## config.mk

```make
export PLATFORM = sky130hd
export DESIGN_NAME = crc4_mfa_iw
export DESIGN_NICKNAME = d
export VERILOG_FILES = /design/src/rtl/crc4_mfa_pkg.sv /design/src/rtl/crc4_mfa_search.sv /design/src/rtl/crc4_iw_timer.sv /design/src/rtl/crc4_mfa_iw.sv
export SDC_FILE = /design/constraint.sdc
export NUM_CORES = 1
export LEC_CHECK = 0
export CORE_MARGIN = 5
export CORE_UTILIZATION = 50
export DETAILED_ROUTE_END_ITERATION = 12
export PLACE_DENSITY = 0.74
export SYNTH_ARGS = -nofsm -noshare
export SYNTH_HDL_FRONTEND = slang
export SYNTH_SLANG_ARGS = --single-unit
```

## constraint.sdc

```tcl
create_clock -name clk -period 6.12 [get_ports clk]
set_input_delay 1.53 -clock clk [delete_from_list [all_inputs] [get_ports clk]]
set_output_delay 1.53 -clock clk [all_outputs]
set_load 0.01 [all_outputs]
```

## src/rtl/crc4_mfa_pkg.sv

```systemverilog
package crc4_mfa_pkg;
  localparam int WORD_LEN        = 6;
  localparam int MF_W            = 4;
  localparam int LAST_WORD_FRAME = 11;
  localparam int FILL_W          = $clog2(WORD_LEN + 1);
  localparam logic [WORD_LEN-1:0] MFA_WORD = 6'b001011;

  typedef enum logic [1:0] {
    MFA_HUNT    = 2'd0,
    MFA_CONFIRM = 2'd1,
    MFA_LOCKED  = 2'd2
  } mfa_state_e;

  // frame carries an alignment bit: odd and not past frame 11
  function automatic logic is_word_frame(input logic [MF_W-1:0] fr);
    return fr[0] && (fr <= MF_W'(LAST_WORD_FRAME));
  endfunction

  // expected alignment bit for an odd frame number, oldest bit is the MSB
  function automatic logic word_bit(input logic [MF_W-1:0] fr);
    logic [WORD_LEN-1:0] tmp;
    tmp = MFA_WORD << fr[MF_W-1:1];
    return tmp[WORD_LEN-1];
  endfunction
endpackage

```

## src/rtl/crc4_mfa_search.sv

```systemverilog
module crc4_mfa_search
  import crc4_mfa_pkg::*;
(
  input  logic            clk,
  input  logic            rst,
  input  logic            clr,
  input  logic            suspend,
  input  logic            strobe,
  input  logic            nfas,
  input  logic            rx_bit,
  output mfa_state_e      state_o,
  output logic [MF_W-1:0] frame_o,
  output logic            lock_hit_o
);
  mfa_state_e            state_q, state_d;
  logic [MF_W-1:0]       frame_q, frame_d, cur_fr;
  logic [WORD_LEN-1:0]   sh_q, sh_d, shifted;
  logic [FILL_W-1:0]     fill_q, fill_d;

  assign cur_fr  = frame_q + MF_W'(1);
  assign shifted = {sh_q[WORD_LEN-2:0], rx_bit};

  always_comb begin
    state_d    = state_q;
    frame_d    = frame_q;
    sh_d       = sh_q;
    fill_d     = fill_q;
    lock_hit_o = 1'b0;
    if (strobe) begin
      case (state_q)
        MFA_HUNT: begin
          if (!suspend && nfas) begin
            sh_d = shifted;
            if (fill_q != FILL_W'(WORD_LEN)) fill_d = fill_q + FILL_W'(1);
            if (fill_q >= FILL_W'(WORD_LEN - 1) && shifted == MFA_WORD) begin
              state_d = MFA_CONFIRM;
              frame_d = MF_W'(LAST_WORD_FRAME);
            end
          end
        end
        MFA_CONFIRM: begin
          if (suspend || (is_word_frame(cur_fr) && rx_bit != word_bit(cur_fr))) begin
            state_d = MFA_HUNT;
            frame_d = '0;
            sh_d    = '0;
            fill_d  = '0;
          end else begin
            frame_d = cur_fr;
            if (cur_fr == MF_W'(LAST_WORD_FRAME)) begin
              state_d    = MFA_LOCKED;
              lock_hit_o = 1'b1;
            end
          end
        end
        MFA_LOCKED: frame_d = cur_fr;
        default:    state_d = MFA_HUNT;
      endcase
    end
  end

  always_ff @(posedge clk) begin
    if (rst || clr) begin
      state_q <= MFA_HUNT;
      frame_q <= '0;
      sh_q    <= '0;
      fill_q  <= '0;
    end else begin
      state_q <= state_d;
      frame_q <= frame_d;
      sh_q    <= sh_d;
      fill_q  <= fill_d;
    end
  end

  assign state_o = state_q;
  assign frame_o = frame_q;
endmodule

```

## src/rtl/crc4_iw_timer.sv

```systemverilog
module crc4_iw_timer #(
  parameter int TIMER_W = 12
) (
  input  logic               clk,
  input  logic               rst,
  input  logic               clr,
  input  logic               strobe,
  input  logic               enable_n,
  input  logic               locked,
  input  logic [TIMER_W-1:0] timeout,
  output logic               far_o
);
  logic [TIMER_W-1:0] cnt_q;
  logic [TIMER_W:0]   cnt_nxt;
  logic               far_q;

  assign cnt_nxt = {1'b0, cnt_q} + (TIMER_W+1)'(1);

  always_ff @(posedge clk) begin
    if (rst || clr) begin
      cnt_q <= '0;
      far_q <= 1'b0;
    end else if (strobe && !enable_n && !far_q && !locked) begin
      if (cnt_nxt >= {1'b0, timeout}) far_q <= 1'b1;
      else                            cnt_q <= cnt_nxt[TIMER_W-1:0];
    end
  end

  assign far_o = far_q;
endmodule

```

## src/rtl/crc4_mfa_iw.sv

```systemverilog
module crc4_mfa_iw
  import crc4_mfa_pkg::*;
#(
  parameter int TIMER_W = 12
) (
  input  logic               clk,
  input  logic               rst,
  input  logic               bit1_stb,
  input  logic               nfas_frame,
  input  logic               rx_bit,
  input  logic               basic_sync_n,
  input  logic               auto_iw_n,
  input  logic               ebit_hold,
  input  logic [TIMER_W-1:0] timeout_frames,
  output logic               crc_sync_n,
  output logic [MF_W-1:0]    mf_frame,
  output logic               far_noncrc,
  output logic               rx_crc_en,
  output logic               tx_ebit_zero
);
  mfa_state_e state;
  logic       lock_hit, far, locked_now, aligned_q;

  crc4_mfa_search u_search (
    .clk        (clk),
    .rst        (rst),
    .clr        (basic_sync_n),
    .suspend    (far),
    .strobe     (bit1_stb),
    .nfas       (nfas_frame),
    .rx_bit     (rx_bit),
    .state_o    (state),
    .frame_o    (mf_frame),
    .lock_hit_o (lock_hit)
  );

  assign locked_now = lock_hit || (state == MFA_LOCKED);

  crc4_iw_timer #(.TIMER_W(TIMER_W)) u_timer (
    .clk      (clk),
    .rst      (rst),
    .clr      (basic_sync_n),
    .strobe   (bit1_stb),
    .enable_n (auto_iw_n),
    .locked   (locked_now),
    .timeout  (timeout_frames),
    .far_o    (far)
  );

  always_ff @(posedge clk) begin
    if (rst) aligned_q <= 1'b0;
    else     aligned_q <= !basic_sync_n;
  end

  assign crc_sync_n   = (state != MFA_LOCKED);
  assign far_noncrc   = far;
  assign rx_crc_en    = aligned_q && !far;
  assign tx_ebit_zero = far || (ebit_hold && state != MFA_LOCKED);
endmodule

```

== Yosys cells after proc, flatten, opt, wreduce, memory -nomap -nowiden ==
Index checks and enable logic that the tools add are counted.

* Output and inout bits: 8
* Register bits: 28
* Bits of input ports: 20
* Logic and storage cells: 74

* Shift-type cells: 1
* Mux-type cells: 20
* Eq/ne operators: 12
* Reduce and logical (&&, ||, !) cells: 26
* Magnitude comparators: 3
* $add $sub $neg: 3
* Bitwise gates (word level): 2

{| class="wikitable"
|+ Operators with widths
! operator !! number
|-
| $add A12 B1 Y13 const B || 1
|-
| $ge A13 B12 Y1 || 1
|-
| $mux W4 || 3
|-
| $pmux W4 S3 || 1
|-
| $mux W5 || 2
|-
| $pmux W5 S2 || 1
|-
| $reduce_and A5 Y1 || 2
|-
| $logic_and A1 B1 Y1 || 9
|-
| $mux W3 || 3
|-
| $mux W2 || 4
|-
| $ne A2 B1 Y1 const B || 4
|-
| $reduce_and A4 Y1 || 2
|-
| $eq A6 B4 Y1 const B || 1
|-
| $pmux W2 S3 || 1
|-
| $pmux W3 S2 || 1
|-
| $shl A4 B3 Y6 const A || 1
|-
| $add A4 B1 Y4 const B || 1
|-
| $eq A4 B4 Y1 const B || 1
|-
| $le A4 B4 Y1 const B || 1
|-
| $logic_not A1 Y1 || 4
|-
| $logic_or A1 B1 Y1 || 4
|-
| $mux W1 || 4
|-
| $reduce_and A2 Y1 || 2
|-
| $add A3 B1 Y3 const B || 1
|-
| other kinds (11) || 12
|}

== Depth between registers and ports, before layout ==
* Depth in word-level cells: 12
* Depth in mapped cells: 15
* Gate-level depth less buffers: 13

== Modules after synthesis ==
A second synthesis with hierarchy kept.

* Cell total of the unflattened synthesis: 255
* Area, all modules: 2105.8 µm²

{| class="wikitable"
|+ By module, submodules not included
! module !! area an instance (µm²) !! times used !! sequential area each (µm²) !! cells each
|-
| crc4_iw_timer || 1096.1 || 1 || 260.2 || 137
|-
| crc4_mfa_search || 952.2 || 1 || 280.3 || 112
|-
| crc4_mfa_iw || 57.6 || 1 || 20.0 || 6
|}

== Worst setup path after synthesis ==
No wires, ideal clock.

* Path type: in2reg
* Start: in timeout_frames[3]
* End: reg u_timer.cnt_q[2]
* Data required time: 5.988 ns
* Stages on the path: 10
* Library setup time: 0.132 ns
* Setup slack: 2.754 ns
* Arrival: 3.234 ns
* Path buffers: 2
* Cell sequence: inv_1 ha_1 and4_1 nor2b_1 o311ai_1 nand3_1 clkbuf_1 clkbuf_1 o31ai_1 a21oi_1

* Cells in the longest elaborated chain, start to end: 3

{| class="wikitable"
|+ RTL lines
! element !! RTL line !! text
|-
| start: declaration || crc4_mfa_iw.sv:14 || <nowiki>input logic [TIMER_W-1:0] timeout_frames,</nowiki>
|-
| $ge A13 B12 Y1 || crc4_iw_timer.sv:24 || <nowiki>if (cnt_nxt >= {1'b0, timeout}) far_q <= 1'b1;</nowiki>
|-
| $not A1 Y1 (no source line) || - ||
|-
| $reduce_and A2 Y1 (no source line) || - ||
|-
| end signal: assignment || crc4_iw_timer.sv:25 || <nowiki>else cnt_q <= cnt_nxt[TIMER_W-1:0];</nowiki>
|-
| end: declaration || crc4_iw_timer.sv:13 || <nowiki>logic [TIMER_W-1:0] cnt_q;</nowiki>
|}

No other way between the ends.
A chain may end at the register's enable or synchronous reset.

== Worst setup path in the final report ==
* Start: in ebit_hold
* End: out tx_ebit_zero

* Cells in the longest elaborated chain, start to end: 2

{| class="wikitable"
|+ RTL lines
! element !! RTL line !! text
|-
| start: declaration || crc4_mfa_iw.sv:13 || <nowiki>input logic ebit_hold,</nowiki>
|-
| $logic_and A1 B1 Y1 || crc4_mfa_iw.sv:58 || <nowiki>assign tx_ebit_zero = far || (ebit_hold && state != MFA_LOCKED);</nowiki>
|-
| $logic_or A1 B1 Y1 || crc4_mfa_iw.sv:58 ||
|-
| end: declaration || crc4_mfa_iw.sv:19 || <nowiki>output logic tx_ebit_zero</nowiki>
|}

No other way between the ends.

==> impl_metrics.json <==
{
  "yosysTopAreaCellShare_pct": 26.6,
  "grt_overflow": 0,
  "die_w_um": 74.9,
  "initial_core_util_pct": 52.3,
  "clk_path_buf_depth": 2,
  "clk_pin_slew_worst_paths_ns": 0.10,
  "hpwl_mm": 3.35,
  "clock_sinks": 28,
  "power_frac_clock_pct": 40.0,
  "fin_cells": 329,
  "yosys_warnings": 0,
  "drt_pass1_iterations": 4,
  "clockRootBuffer": "clkbuf_8",
  "die_area_um2": 5610,
  "drive_gt1_share_pct": 4.66,
  "finalWeightedCongestion": 0.789,
  "setup_tns_ns": 0,
  "synth_seq_area_share_pct": 26.6,
  "die_h_um": 74.9,
  "cts.htree.levels": 1,
  "ys_types": 50,
  "cts_tree": "built",
  "io_buffers": 27,
  "cts_setup_buffers": 0,
  "place_inst": 325,
  "io_pins": 28,
  "async_flop_share_pct": 0,
  "fmax_mhz": 241,
  "worst-setup-path-type": "in2out",
  "worstSkewPairLatency_ns": 0.28,
  "synth_nets": 299,
  "rows": 23,
  "maxCapViolations": 0,
  "grt_util_all_layers_pct": 16.8,
  "mostFrequentLayoutCell": "dfxtp_1",
  "p_int_mw": 0.291,
  "grt_pass1_vias": 1805,
  "setup_violations": 0,
  "cp_data_required_time_ns": 4.59,
  "vias": 1923,
  "arrival_ns": 2.63,
  "critPathLaunchType": "input port",
  "grt_start_max_net_pins": 25,
  "cts.repair.resized": 0,
  "n_antenna_cell": 0,
  "core_um2": 4030,
  "drt-initial-drc-count": 117,
  "antenna_found_initial": 0,
  "synth_edf_count": 0,
  "ys_ff_latch": 28,
  "vias_per_cell": 5.84,
  "leakage_nw": 0.944,
  "cts_hold_buf": 0,
  "timing.final.crit_share_pct": 67.9,
  "cp-end-kind": "output pin",
  "drv_slew": 0,
  "grt_first_pass_wirelength_mm": 7.63,
  "r2r-start": "u_timer.cnt_q[0]$_SDFFE_PP0P_",
  "rsz0062_at_grt": "false",
  "syn_avg_cell_area_um2": 8.16,
  "wl_per_cell_um": 13.9,
  "wl_mm": 4.56,
  "seqPwrFrac_pct": 49.6,
  "relSlewSlack_pct": 51.0,
  "p_total_mw": 0.371,
  "power.density_nw_per_um2": 151,
  "clock-skew-final_ns": 0.00274,
  "area_growth_pct": 17.1,
  "combPwrFrac_pct": 10.4,
  "cts_buffers": 3,
  "min-delay-start": "u_search.state_o[0]$_SDFFE_PP0P_",
  "outcome": "finished clean",
  "finalHoldViolations": 0,
  "drc": 0,
  "nNetsFinal": 321,
  "path_max_fanout": 1,
  "worst_pin_slew_ns": 0.733,
  "ys_dominant_reg_cell": "dfxtp_1",
  "sw_frac_of_total_pct": 21.7,
  "synth_area_um2": 2110,
  "utilization_pct": 61.2,
  "crit_start": "ebit_hold",
  "mostFrequentLayoutCells": "dfxtp_1 (28), a21oi_1 (27), clkdlybuf4s50_1 (27)",
  "syn_inst": 258,
  "min_path_type": "reg2reg",
  "synth.largest_area_cell": "dfxtp_1",
  "synthTopCellsByArea": "dfxtp_1 (27%), ha_1 (12%), a21oi_1 (6.4%), or4_1 (4.3%), o31ai_1 (3.9%)",
  "power_switching_mw": 0.0805,
  "irDropWorstVdd_mv": 0.102,
  "ant_nets": 0,
  "post-route-min-period_ns": 4.16
}
[per-layer routing]
| metal | share of wire, % | wire [um] | GRT usage, % | vias to the layer above |
|---|---|---|---|---|
| met5 | 0 | 0 | 0 | - |
| met4 | 0.79 | 36 | 4.55 | 0 |
| met3 | 4.0 | 183 | 1.34 | 4 |
| met2 | 46 | 2100 | 30.2 | 33 |
| met1 | 49 | 2240 | 21.5 | 883 |
| li1 | - | - | - | 1003 |
[worst paths after layout]
path	to	slack (ns)	depth (start not counted)
hold reg to reg	u_search.state_o[0]$_SDFFE_PP0P_	0.49	2
setup reg to reg	u_timer.cnt_q[11]$_SDFFE_PP0P_	2.19	13
hold / removal	u_search.state_o[0]$_SDFFE_PP0P_	0.49	2
setup / recovery	tx_ebit_zero	1.96	3
[power by group through the flow]
| stage | clock (mW) | combinational, mW | sequential (mW) |
|---|---|---|---|
| 2_1_floorplan | 0 | 0.0204 | 0.188 |
| 3_3_place_gp | 0 | 0.0378 | 0.188 |
| 3_5_place_dp | 0 | 0.0386 | 0.188 |
| 4_1_cts | 0.151 | 0.0388 | 0.184 |
| 5_1_grt | 0.158 | 0.0428 | 0.184 |
| 6_report | 0.148 | 0.0387 | 0.184 |
[critical path: stages]
cell	delay, ns
clkdlybuf4s50_1	0.45
a21o_1	0.10
clkdlybuf4s50_1	0.54
[flip-flops by register name, summed over array words and instances (netlist names)]
register and flops:
u_timer.cnt_q 12, u_timer.far_o 1, u_search.fill_q 3, aligned_q 1
u_search.sh_q 5, u_search.frame_o 4, u_search.state_o 2
[cells in the mapped netlist (all sizes together) (4+ instances only)]
master	n
nand4b	5
o31ai	12
o21ai	14
and3	8
buf	4
or4	12
and4	4
inv	18
dfxtp	28
a21oi	27
clkbuf	7
nand2	14
xnor2	9
ha	21
nand2b	6
nor2b	5
nor2	9
a21o	5
nand3	12
[final cells by class]
cell class,count,area [um^2]
Fill cell,384,1560
Timing Repair Buffer,28,278
Multi-Input combinational cell,200,1420
Tap cell,50,62.6
Clock buffer,3,41.3
Inverter,19,71.3
Sequential cell,28,561
Clock inverter,1,30.0
[logic make-up (layout without fill, tap and decap cells)]
group,after synthesis,in the layout,synth area share [%]
xor gates and xnor gates,12,12,4.99
muxes,1,1,0.475
buffers and inverters,30,51,5.82
AOI/OAI and AO/OA,77,77,24.2
and+or+nand+nor,89,89,25.4
DFF,28,28,26.6
adders and majority gates,21,21,12.5
[through the flow]
stage                     setup slack [ns]  instance area (um^2)  hold WS [ns]
after global routing                  1.80                  2470         0.521
after floorplan                       2.75                  2110         0.445
after global placement                1.86                  2390         0.457
after detailed placement              1.73                  2390         0.474
after CTS                             1.95                  2470         0.491
final                                 1.96                  2470         0.491
(Power assumes the default switching activity.)
